==> src/rtl/rseq_pkg.sv <==
// Shared types for the rail sequencer.
// Assumes: nothing beyond the state encoding being private to the block.
package rseq_pkg;
    typedef enum logic [2:0] {
        ST_IDLE    = 3'd0,
        ST_UP_WAIT = 3'd1,
        ST_PG_WAIT = 3'd2,
        ST_ON      = 3'd3,
        ST_DN_CLR  = 3'd4,
        ST_DN_WAIT = 3'd5
    } seq_state_e;
endpackage

==> src/rtl/rseq_tick.sv <==
// Free-running prescaler: emits a one-clock strobe every DIV clocks.
// Assumes: DIV >= 2; the strobe phase is not tied to any delay start.
module rseq_tick #(
    parameter int unsigned DIV = 250000
) (
    input  logic clk,
    input  logic rst_n,
    output logic tick
);
    localparam int unsigned CW = (DIV > 1) ? $clog2(DIV) : 1;
    localparam logic [CW-1:0] LAST = CW'(DIV - 1);

    logic [CW-1:0] cnt_q;

    // Count clocks and pulse the strobe when the count wraps.
    always_ff @(posedge clk) begin
        if (!rst_n) begin
            cnt_q <= '0;
            tick  <= 1'b0;
        end else if (cnt_q == LAST) begin
            cnt_q <= '0;
            tick  <= 1'b1;
        end else begin
            cnt_q <= cnt_q + CW'(1);
            tick  <= 1'b0;
        end
    end
endmodule

==> src/rtl/rseq_timer.sv <==
// Single shared down-counter for all step and power-good delays.
// Assumes: the owner reads done only in cycles after a load, never during it.
module rseq_timer #(
    parameter int unsigned DLY_W = 16
) (
    input  logic             clk,
    input  logic             rst_n,
    input  logic             tick,
    input  logic             load,
    input  logic [DLY_W-1:0] load_val,
    output logic             done
);
    logic [DLY_W-1:0] cnt_q;

    // Load a fresh delay, otherwise step down once per tick until zero.
    always_ff @(posedge clk) begin
        if (!rst_n) begin
            cnt_q <= '0;
        end else if (load) begin
            cnt_q <= load_val;
        end else if (tick && (cnt_q != '0)) begin
            cnt_q <= cnt_q - DLY_W'(1);
        end
    end

    assign done = (cnt_q == '0);
endmodule

==> src/rtl/rseq_polarity.sv <==
// Polarity stage at the block edge: XOR on the enable input and all outputs.
// Assumes: polarity settings are static while a sequence runs.
module rseq_polarity #(
    parameter int unsigned NOUT = 6
) (
    input  logic            en_raw,
    input  logic            en_inv,
    input  logic [NOUT-1:0] rails,
    input  logic            inpwr,
    input  logic            pg,
    input  logic [NOUT+1:0] out_inv,
    output logic            en_act,
    output logic [NOUT+1:0] out_pins
);
    assign en_act   = en_raw ^ en_inv;
    assign out_pins = {pg, inpwr, rails} ^ out_inv;
endmodule

==> src/rtl/rseq_fsm.sv <==
// Sequencing state machine: ordered power-up with per-step good checks,
// reverse power-down, power-good delay and input-power enable ordering.
// Assumes: pg_ok and ovp_flag are already synchronous and qualified.
module rseq_fsm
    import rseq_pkg::*;
#(
    parameter int unsigned NOUT    = 6,
    parameter int unsigned N_STEPS = 6,
    parameter int unsigned DLY_W   = 16,
    parameter int unsigned VIN_W   = 12
) (
    input  logic                     clk,
    input  logic                     rst_n,
    input  logic [VIN_W-1:0]         vin_code,
    input  logic [VIN_W-1:0]         von_thr,
    input  logic [VIN_W-1:0]         voff_thr,
    input  logic                     en_act,
    input  logic [NOUT-1:0]          pg_ok,
    input  logic                     ovp_flag,
    input  logic [N_STEPS*NOUT-1:0]  step_mask,
    input  logic [N_STEPS*DLY_W-1:0] step_dly,
    input  logic [DLY_W-1:0]         pg_dly,
    input  logic                     tmr_done,
    output logic                     tmr_load,
    output logic [DLY_W-1:0]         tmr_val,
    output logic [NOUT-1:0]          rails_q,
    output logic                     inpwr_q,
    output logic                     pg_q
);
    localparam int unsigned STEP_W = (N_STEPS > 1) ? $clog2(N_STEPS) : 1;
    localparam int unsigned NSLOT  = 1 << STEP_W;
    localparam logic [STEP_W-1:0] LAST_STEP = STEP_W'(N_STEPS - 1);

    logic [NOUT-1:0]  mask_a [NSLOT];
    logic [DLY_W-1:0] dly_a  [NSLOT];

    // Unpack the flat configuration vectors; unused slots read as zero.
    for (genvar s = 0; s < NSLOT; s++) begin : g_slot
        if (s < N_STEPS) begin : g_used
            assign mask_a[s] = step_mask[s*NOUT +: NOUT];
            assign dly_a[s]  = step_dly[s*DLY_W +: DLY_W];
        end else begin : g_pad
            assign mask_a[s] = '0;
            assign dly_a[s]  = '0;
        end
    end

    seq_state_e       st_q, st_d;
    logic [STEP_W-1:0] step_q, step_d, step_nxt;
    logic [NOUT-1:0]  rails_d;
    logic             inpwr_d, pg_d;
    logic             start_ok, stop_req, fault;

    assign start_ok = (vin_code > von_thr) && en_act;
    assign stop_req = (vin_code < voff_thr) || !en_act || ovp_flag;
    assign fault    = |(rails_q & ~pg_ok);
    assign step_nxt = step_q + STEP_W'(1);

    // Next-state and action decode for every sequencing state.
    always_comb begin
        st_d     = st_q;
        step_d   = step_q;
        rails_d  = rails_q;
        inpwr_d  = inpwr_q;
        pg_d     = pg_q;
        tmr_load = 1'b0;
        tmr_val  = dly_a[step_q];
        case (st_q)
            ST_IDLE: begin
                rails_d = '0;
                inpwr_d = 1'b0;
                pg_d    = 1'b0;
                if (start_ok) begin
                    inpwr_d  = 1'b1;
                    rails_d  = mask_a[0];
                    step_d   = '0;
                    tmr_load = 1'b1;
                    tmr_val  = dly_a[0];
                    st_d     = ST_UP_WAIT;
                end
            end
            ST_UP_WAIT: begin
                if (stop_req) begin
                    if (ovp_flag) inpwr_d = 1'b0;
                    st_d = ST_DN_CLR;
                end else if (tmr_done) begin
                    if (fault) begin
                        st_d = ST_DN_CLR;
                    end else if (step_q == LAST_STEP) begin
                        tmr_load = 1'b1;
                        tmr_val  = pg_dly;
                        st_d     = ST_PG_WAIT;
                    end else begin
                        step_d   = step_nxt;
                        rails_d  = rails_q | mask_a[step_nxt];
                        tmr_load = 1'b1;
                        tmr_val  = dly_a[step_nxt];
                    end
                end
            end
            ST_PG_WAIT: begin
                if (stop_req || fault) begin
                    if (ovp_flag) inpwr_d = 1'b0;
                    st_d = ST_DN_CLR;
                end else if (tmr_done) begin
                    pg_d = 1'b1;
                    st_d = ST_ON;
                end
            end
            ST_ON: begin
                if (stop_req || fault) begin
                    pg_d = 1'b0;
                    if (ovp_flag) inpwr_d = 1'b0;
                    st_d = ST_DN_CLR;
                end
            end
            ST_DN_CLR: begin
                if (ovp_flag) inpwr_d = 1'b0;
                rails_d  = rails_q & ~mask_a[step_q];
                tmr_load = 1'b1;
                tmr_val  = dly_a[step_q];
                st_d     = ST_DN_WAIT;
            end
            ST_DN_WAIT: begin
                if (ovp_flag) inpwr_d = 1'b0;
                if (tmr_done) begin
                    if (step_q == '0) begin
                        inpwr_d = 1'b0;
                        rails_d = '0;
                        st_d    = ST_IDLE;
                    end else begin
                        step_d = step_q - STEP_W'(1);
                        st_d   = ST_DN_CLR;
                    end
                end
            end
            default: st_d = ST_IDLE;
        endcase
    end

    // State and output registers.
    always_ff @(posedge clk) begin
        if (!rst_n) begin
            st_q    <= ST_IDLE;
            step_q  <= '0;
            rails_q <= '0;
            inpwr_q <= 1'b0;
            pg_q    <= 1'b0;
        end else begin
            st_q    <= st_d;
            step_q  <= step_d;
            rails_q <= rails_d;
            inpwr_q <= inpwr_d;
            pg_q    <= pg_d;
        end
    end
endmodule

==> src/rtl/rail_sequencer.sv <==
// Top of the rail sequencer: prescaler, shared delay timer, sequencing
// state machine and edge polarity stage.
// Assumes: all inputs synchronous to clk; configuration stable while active.
module rail_sequencer #(
    parameter int unsigned N_RAIL   = 4,
    parameter int unsigned N_AUX    = 2,
    parameter int unsigned N_STEPS  = 6,
    parameter int unsigned DLY_W    = 16,
    parameter int unsigned VIN_W    = 12,
    parameter int unsigned TICK_DIV = 250000
) (
    input  logic                                 clk,
    input  logic                                 rst_n,
    input  logic [VIN_W-1:0]                     vin_code,
    input  logic [VIN_W-1:0]                     von_thr,
    input  logic [VIN_W-1:0]                     voff_thr,
    input  logic                                 en_in,
    input  logic                                 en_inv,
    input  logic [N_RAIL+N_AUX-1:0]              pg_ok,
    input  logic                                 ovp_flag,
    input  logic [N_STEPS*(N_RAIL+N_AUX)-1:0]    step_mask,
    input  logic [N_STEPS*DLY_W-1:0]             step_dly,
    input  logic [DLY_W-1:0]                     pg_dly,
    input  logic [N_RAIL+N_AUX+1:0]              out_inv,
    output logic [N_RAIL-1:0]                    pol_en,
    output logic [N_AUX-1:0]                     aux_en,
    output logic                                 inpwr_en,
    output logic                                 pwr_good
);
    localparam int unsigned NOUT = N_RAIL + N_AUX;

    logic             tick, tmr_load, tmr_done, en_act;
    logic [DLY_W-1:0] tmr_val;
    logic [NOUT-1:0]  rails_q;
    logic             inpwr_q, pg_q;
    logic [NOUT+1:0]  out_pins;

    rseq_tick #(.DIV(TICK_DIV)) u_tick (
        .clk  (clk),
        .rst_n(rst_n),
        .tick (tick)
    );

    rseq_timer #(.DLY_W(DLY_W)) u_timer (
        .clk     (clk),
        .rst_n   (rst_n),
        .tick    (tick),
        .load    (tmr_load),
        .load_val(tmr_val),
        .done    (tmr_done)
    );

    rseq_fsm #(
        .NOUT   (NOUT),
        .N_STEPS(N_STEPS),
        .DLY_W  (DLY_W),
        .VIN_W  (VIN_W)
    ) u_fsm (
        .clk      (clk),
        .rst_n    (rst_n),
        .vin_code (vin_code),
        .von_thr  (von_thr),
        .voff_thr (voff_thr),
        .en_act   (en_act),
        .pg_ok    (pg_ok),
        .ovp_flag (ovp_flag),
        .step_mask(step_mask),
        .step_dly (step_dly),
        .pg_dly   (pg_dly),
        .tmr_done (tmr_done),
        .tmr_load (tmr_load),
        .tmr_val  (tmr_val),
        .rails_q  (rails_q),
        .inpwr_q  (inpwr_q),
        .pg_q     (pg_q)
    );

    rseq_polarity #(.NOUT(NOUT)) u_pol (
        .en_raw  (en_in),
        .en_inv  (en_inv),
        .rails   (rails_q),
        .inpwr   (inpwr_q),
        .pg      (pg_q),
        .out_inv (out_inv),
        .en_act  (en_act),
        .out_pins(out_pins)
    );

    assign pol_en   = out_pins[N_RAIL-1:0];
    assign aux_en   = out_pins[NOUT-1:N_RAIL];
    assign inpwr_en = out_pins[NOUT];
    assign pwr_good = out_pins[NOUT+1];
endmodule

==> config.mk <==
export PLATFORM = sky130hd
export DESIGN_NAME = rail_sequencer
export DESIGN_NICKNAME = d
export VERILOG_FILES = /design/src/rtl/rseq_pkg.sv /design/src/rtl/rseq_tick.sv /design/src/rtl/rseq_timer.sv /design/src/rtl/rseq_polarity.sv /design/src/rtl/rseq_fsm.sv /design/src/rtl/rail_sequencer.sv
export SDC_FILE = /design/constraint.sdc
export NUM_CORES = 1
export LEC_CHECK = 0
export ABC_CLOCK_PERIOD_IN_PS = 4400
export CAP_MARGIN = 10
export CORE_ASPECT_RATIO = 1.4
export CORE_MARGIN = 3
export CORE_UTILIZATION = 60
export CTS_BUF_LIST = sky130_fd_sc_hd__clkbuf_16
export CTS_CLUSTER_DIAMETER = 80
export DETAILED_ROUTE_END_ITERATION = 7
export DONT_BUFFER_PORTS = 1
export PLACE_DENSITY = 0.76
export SLEW_MARGIN = 40
export SYNTH_ARGS = -nofsm -noshare
export SYNTH_HDL_FRONTEND = slang
export SYNTH_SLANG_ARGS = --single-unit
==> constraint.sdc <==
create_clock -name clk -period 4.4 [get_ports clk]
set_input_delay 0.44 -clock clk [delete_from_list [all_inputs] [get_ports clk]]
set_output_delay 0.44 -clock clk [all_outputs]
set_load 0.02 [all_outputs]
Yosys cells after proc, flatten, opt, wreduce, memory -nomap -nowiden
Index checks and enable logic that the tools add are counted.
Word-level totals
  register bits: 49
  word-level logic and storage cells: 135
Operators by class
  $add $sub $neg: 4
  magnitude comparators: 4
  eq/ne operators: 23
  multiplexer cells: 63
  bitwise logic cells: 10
  reduce and logical (&&, ||, !) cells: 23
Operators by type and width (count)
  16-bit 2-to-1 mux: 11
  16-bit binary-select mux with 3-bit select: 2
  6-bit 2-to-1 mux: 11
  3-bit 2-to-1 mux: 17
  6-bit binary-select mux with 3-bit select: 2
  16-bit one-hot mux with 2 select lines: 1
  6-bit one-hot mux with 4 select lines: 1
  18-bit by 1-bit adder with 18-bit output (second input constant): 1
  18-bit equality test (second input constant): 1
  3-bit one-hot mux with 6 select lines: 1
  16-bit logical NOT: 1
  2-bit inequality test (second input constant): 8
  16-bit nonzero test: 1
  16-bit by 1-bit subtractor with 16-bit output (second input constant): 1
  1-bit 2-to-1 mux: 13
  6-bit AND: 2
  12-bit > comparator: 1
  12-bit less-than comparator: 1
  6-bit inverter: 2
  2-bit by 1-bit inequality test with 1-bit output (second input constant): 5
  3-bit equality test (second input constant): 3
  3-bit one-hot mux with 3 select lines: 1
  4-bit >= comparator (second input constant): 2
  3-bit inverter with 4-bit output: 2
  other kinds (27): 36

Depth between registers and ports, before layout
  word-level depth: 11
  gate-level depth with buffers: 12

Hierarchy
A second synthesis with hierarchy kept.
Unflattened totals
  cells, all modules: 710
  area, all modules: 5958.2 sq um
Modules (own cells, without submodules)
  rseq_fsm: times used 1, cells each 484, area each 4063.9 sq um
  rseq_timer: times used 1, cells each 123, area each 977.2 sq um
  rseq_tick: times used 1, cells each 94, area each 838.3 sq um
  rseq_polarity: times used 1, cells each 9, area each 78.8 sq um

Least setup slack after synthesis
OpenSTA, ideal clock, no wires.
  kind: register -> register
  start point: reg u_fsm.step_q[1]
  end point: reg u_fsm.rails_q[3]
  library setup time: 0.132 ns
  data arrival time: 2.724 ns
  required time: 4.268 ns
  setup slack: 1.544 ns
  cell stages (with the launch flop): 12
  buffers on the path: 4
  cell sequence: dfxtp_1 > clkbuf_1 > buf_1 > inv_1 > ha_1 > clkbuf_1 > clkbuf_1 > mux2_2 > o21ai_0 > nand3_1 > nor3_1 > nor3_1
Between the ends
  word-level cells in the longest chain between the ends: 11
  elaborated cells on any way between the ends: 22
Ends and longest elaborated chain
  start: declaration: RTL line rseq_fsm.sv:49  | logic [STEP_W-1:0] step_q, step_d, step_nxt;
  start signal: assignment: RTL line rseq_fsm.sv:151  | step_q <= step_d;
  3-bit by 1-bit adder with 3-bit output: RTL line rseq_fsm.sv:57  | assign step_nxt = step_q + STEP_W'(1);
  3-bit inverter with 4-bit output (implied by the code): RTL line rseq_fsm.sv:95  | rails_d = rails_q | mask_a[step_nxt];
  6-bit binary-select mux with 3-bit select: RTL line rseq_fsm.sv:95
  6-bit 2-to-1 mux (implied by the code) (2 in series): RTL line rseq_fsm.sv:95
  6-bit OR: RTL line rseq_fsm.sv:95
  6-bit 2-to-1 mux: RTL line rseq_fsm.sv:89  | end else if (step_q == LAST_STEP) begin
  6-bit 2-to-1 mux: RTL line rseq_fsm.sv:87  | if (fault) begin
  6-bit 2-to-1 mux: RTL line rseq_fsm.sv:86  | end else if (tmr_done) begin
  6-bit 2-to-1 mux: RTL line rseq_fsm.sv:83  | if (stop_req) begin
  6-bit one-hot mux with 4 select lines: RTL line rseq_fsm.sv:68  | case (st_q)
  end signal: assignment: RTL line rseq_fsm.sv:152  | rails_q <= rails_d;
  end: declaration: RTL line rseq_fsm.sv:26  | output logic [NOUT-1:0] rails_q,
Several ways; a longest one is shown, not always the timed one. The select of a mux whose other input is x is not followed.
A chain may end at the register's enable or synchronous reset.

Worst setup path in the final report
  start point: reg u_fsm.step_q[1]
  end point: reg u_timer.cnt_q[5]
Between the ends
  word-level cells in the longest chain between the ends: 11
  elaborated cells on any way between the ends: 17
Ends and longest elaborated chain
  3-bit by 1-bit adder with 3-bit output: RTL line rseq_fsm.sv:57
  3-bit inverter with 4-bit output (implied by the code): RTL line rseq_fsm.sv:97  | tmr_val = dly_a[step_nxt];
  16-bit binary-select mux with 3-bit select: RTL line rseq_fsm.sv:97
  16-bit 2-to-1 mux (implied by the code) (2 in series): RTL line rseq_fsm.sv:97
  16-bit 2-to-1 mux: RTL line rseq_fsm.sv:89
  16-bit 2-to-1 mux: RTL line rseq_fsm.sv:87
  16-bit 2-to-1 mux: RTL line rseq_fsm.sv:86
  16-bit 2-to-1 mux: RTL line rseq_fsm.sv:83
  16-bit one-hot mux with 2 select lines *: RTL line rseq_fsm.sv:68
  16-bit 2-to-1 mux *: RTL line rseq_timer.sv:19  | end else if (load) begin
  end signal: assignment: RTL line rseq_timer.sv:20  | cnt_q <= load_val;
  end signal: assignment: RTL line rseq_timer.sv:22  | cnt_q <= cnt_q - DLY_W'(1);
  end: declaration: RTL line rseq_timer.sv:13  | logic [DLY_W-1:0] cnt_q;
Every way passes the cells marked *; elsewhere a longest branch is shown, timed or not. The select of a mux whose other input is x is not followed.

==> flow_summary.json <==
{
  "grt_setup_unrepaired": "no",
  "grt_usage_pct": 30.6,
  "row_count": 42,
  "cp_data_required_time_ns": 4.60,
  "via_per_inst": 7.00,
  "final_cells": 845,
  "maxSlewHeadroom_pct": 41.2,
  "post_cts_resized": 0,
  "synth_simple_gate_area_share_pct": 19.6,
  "grt_overflow_total": 0,
  "max-vdd-ir-drop_mv": 0.178,
  "htree_levels": 2,
  "setup_tns_ns": 0,
  "crit_end": "u_timer.cnt_q[5]$_SDFFE_PN0P_",
  "async_flop_share_pct": 0,
  "drv_cap": 0,
  "ys_ff_latch": 49,
  "synth.area.mux_share_pct": 24.8,
  "first_iter_violations": 415,
  "gp_congestion": 0.881,
  "yosys_most_used_dff": "dfxtp_1",
  "reg2reg_from": "u_fsm.step_q[1]$_SDFFE_PN0P_",
  "wl_per_cell_um": 21.1,
  "ys_seq_area_share_pct": 16.5,
  "cts_hold_buf": 0,
  "ff2ff_setup_slack_ns": 1.24,
  "cts_buffers": 5,
  "drive_gt1_share_pct": 11.8,
  "dieArea_um2": 11100,
  "powerDensity_nw_per_um2": 280,
  "grt_pass1_vias": 5932,
  "worstSetupEndpointType": "register",
  "clk_path_buf_depth": 2,
  "die_x_um": 90.1,
  "finalClockSkew_ns": 0.00651,
  "drc": 0,
  "start_util_pct": 62.1,
  "yosysTopAreaCell": "dfxtp_1",
  "clk_pin_slew_worst_paths_ns": 0.07,
  "min_path_type": "in2reg",
  "outcome": "complete, no violations",
  "fin_nets": 943,
  "root_buffer": "clkbuf_16",
  "cts_tree": "done",
  "synth-adder-area-share_pct": 6.11,
  "ant_nets": 0,
  "reg2reg_to": "u_timer.cnt_q[5]$_SDFFE_PN0P_",
  "syn_inst": 738,
  "port_buffers": 0,
  "synth_area_leaders": "dfxtp_1 17%, mux2i_1 12%, mux4_2 11%, ha_1 6.1%, nand2_1 4.8%",
  "drtPass1Iterations": 5,
  "power.leakage_nw": 2.25,
  "synth_top_area_share_pct": 16.5,
  "clk_latency_ns": 0.29,
  "min_period_over_period_pct": 71.8,
  "die_h_um": 124,
  "synth_edf_count": 0,
  "clock.fmax_mhz": 317,
  "synth.avg_cell_area_um2": 8.04,
  "synth_xor_area_share_pct": 5.90,
  "tightest_slew_ns": 0.881,
  "hold_violations": 0,
  "synth_area_um2": 5940,
  "cts_sinks": 49,
  "wl_um": 17800,
  "synth_top_family_by_area": "multiplexers",
  "worst_ep_arrival_time_ns": 3.36,
  "crit_path_start_kind": "register",
  "areaGrowthSynthToFinish_pct": 4.09,
  "core_um2": 9560,
  "startpoint": "u_fsm.step_q[1]$_SDFFE_PN0P_",
  "grt_pass1_wl_um": 27800,
  "cp_max_fo": 27,
  "grt_max_degree": 57,
  "reg2reg_depth": 11,
  "postCtsSetupBuffers": 0,
  "finalSetupViolCount": 0,
  "fin_crit_ns": 3.16,
  "grt_antenna_before_repair": 0,
  "dp_hpwl_um": 13500,
  "pin_count": 211,
  "dp.cells": 836,
  "maxSlewViolCount": 0,
  "synth_nets": 970,
  "ys_warn_count": 0,
  "synthDistinctLibCells": 73,
  "synth-compound-area-share_pct": 21.1,
  "timing_worst_setup_path_type": "reg2reg",
  "dr_total_vias": 5913
}
==> metrics by stage <==
step	power, mW	hold slack (ns)	instance area [um2]	worst slack, ns	utilization (%)
after floorplan	1.15	0.426	5940	1.54	-
after global placement	1.26	0.438	5990	1.18	62.6
after detailed placement	1.29	0.459	6010	1.29	62.8
after CTS	1.73	0.267	6170	1.29	64.5
after global routing	1.83	0.271	6180	0.970	64.6
final	1.73	0.271	6180	1.24	64.6
==> flip-flops by register name, indices dropped and copies added, names as in the netlist <==
name / flops
u_fsm.rails_q: 6
u_timer.cnt_q: 16
u_fsm.st_q: 3
u_fsm.step_q: 3
u_tick.cnt_q: 18
u_fsm.inpwr_q: 1
u_fsm.pg_q: 1
u_tick.tick: 1
==> critical path, cell delays in order, from the launching register on <==
cell      delay (ns)
dfxtp_1         0.32
buf_4           0.35
ha_1            0.34
xor2_2          0.55
buf_4           0.39
nor2_1          0.07
buf_4           0.22
a22oi_1         0.16
nand3_1         0.09
a21oi_1         0.18
a211oi_1        0.07
a221oi_1        0.30
==> per-layer routing <==
metal / GRT usage (%) / wire, um / vias up
met1: 33.5 / 6430 / 2787
met3: 8.22 / 1680 / 60
met4: 11.1 / 486 / 0
met2: 56.8 / 9250 / 361
li1: - / - / 2705
met5: 0 / 0 / -
==> worst min-delay path by stage <==
stage	slack, ns	start	endpoint	depth (start not counted)
6_report	0.27	rst_n	u_timer.cnt_q[8]$_SDFFE_PN0P_	1
3_5_place_dp	0.46	u_tick.cnt_q[0]$_SDFF_PP0_	u_tick.cnt_q[0]$_SDFF_PP0_	1
5_1_grt	0.27	rst_n	u_timer.cnt_q[1]$_SDFFE_PN0P_	1
3_3_place_gp	0.44	u_tick.cnt_q[0]$_SDFF_PP0_	u_tick.cnt_q[0]$_SDFF_PP0_	1
2_1_floorplan	0.43	u_tick.cnt_q[0]$_SDFF_PP0_	u_tick.cnt_q[0]$_SDFF_PP0_	1
4_1_cts	0.27	rst_n	u_timer.cnt_q[8]$_SDFFE_PN0P_	1
==> report_power, final <==
group          switching, mW  internal [mW]
Clock                  0.174          0.267
Sequential            0.0688          0.489
Combinational          0.406          0.328
Total                  0.648           1.08
==> synth_stat cells (3+ instances only) <==
library cell / n
a22oi_1: 9
or3_1: 4
o211ai_1: 5
nand2_1: 76
o31ai_1: 4
a211oi_1: 15
and3_1: 9
o2bb2ai_1: 3
o21ai_0: 40
inv_1: 40
clkbuf_1: 24
a21o_1: 3
o22ai_1: 3
mux2i_1: 72
nor4_1: 4
ha_1: 29
a221oi_1: 6
xor2_1: 20
nand3_1: 31
and4_1: 3
nor2_1: 55
buf_2: 14
nor4b_1: 3
o311a_1: 4
inv_2: 3
a21oi_1: 54
nand2b_1: 3
dfxtp_1: 49
a31oi_1: 4
and2_1: 3
o21ai_1: 6
o2111ai_1: 6
nor3_1: 19
o21a_1: 3
mux2_2: 9
xnor2_1: 20
nand4_1: 11
mux4_2: 29
==> cell type report <==
| class | count | area (um2) |
|---|---|---|
| diodes | 1 | 2.50 |
| clock buffers | 5 | 125 |
| clock inverters | 3 | 40.0 |
| fillers | 867 | 3380 |
| inverters | 43 | 161 |
| multi-input cells | 604 | 4640 |
| flip-flops and latches | 49 | 985 |
| well taps | 132 | 165 |
| repair buffers | 8 | 63.8 |
==> cell usage in the layout, fill, tap and decap left out, types with 11 or more instances in the layout <==
master    count
a211oi_1     15
a21oi_1      53
dfxtp_1      48
ha_1         29
inv_1        39
mux2i_1      72
mux4_2       29
nand2_1      76
nand3_1      31
nand4_1      11
nor2_1       55
nor3_1       19
o21ai_0      40
xnor2_1      20
xor2_1       19
==> kinds of logic after synthesis <==
family                     count (synthesis)
AOI/OAI and AO/OA                        188
xor gates and xnor gates                  40
adders and majority gates                 29
buffers and inverters                     85
DFF                                       49
muxes                                    110
and+or+nand+nor                          237
Note: power is estimated with default switching activity, not from simulation.
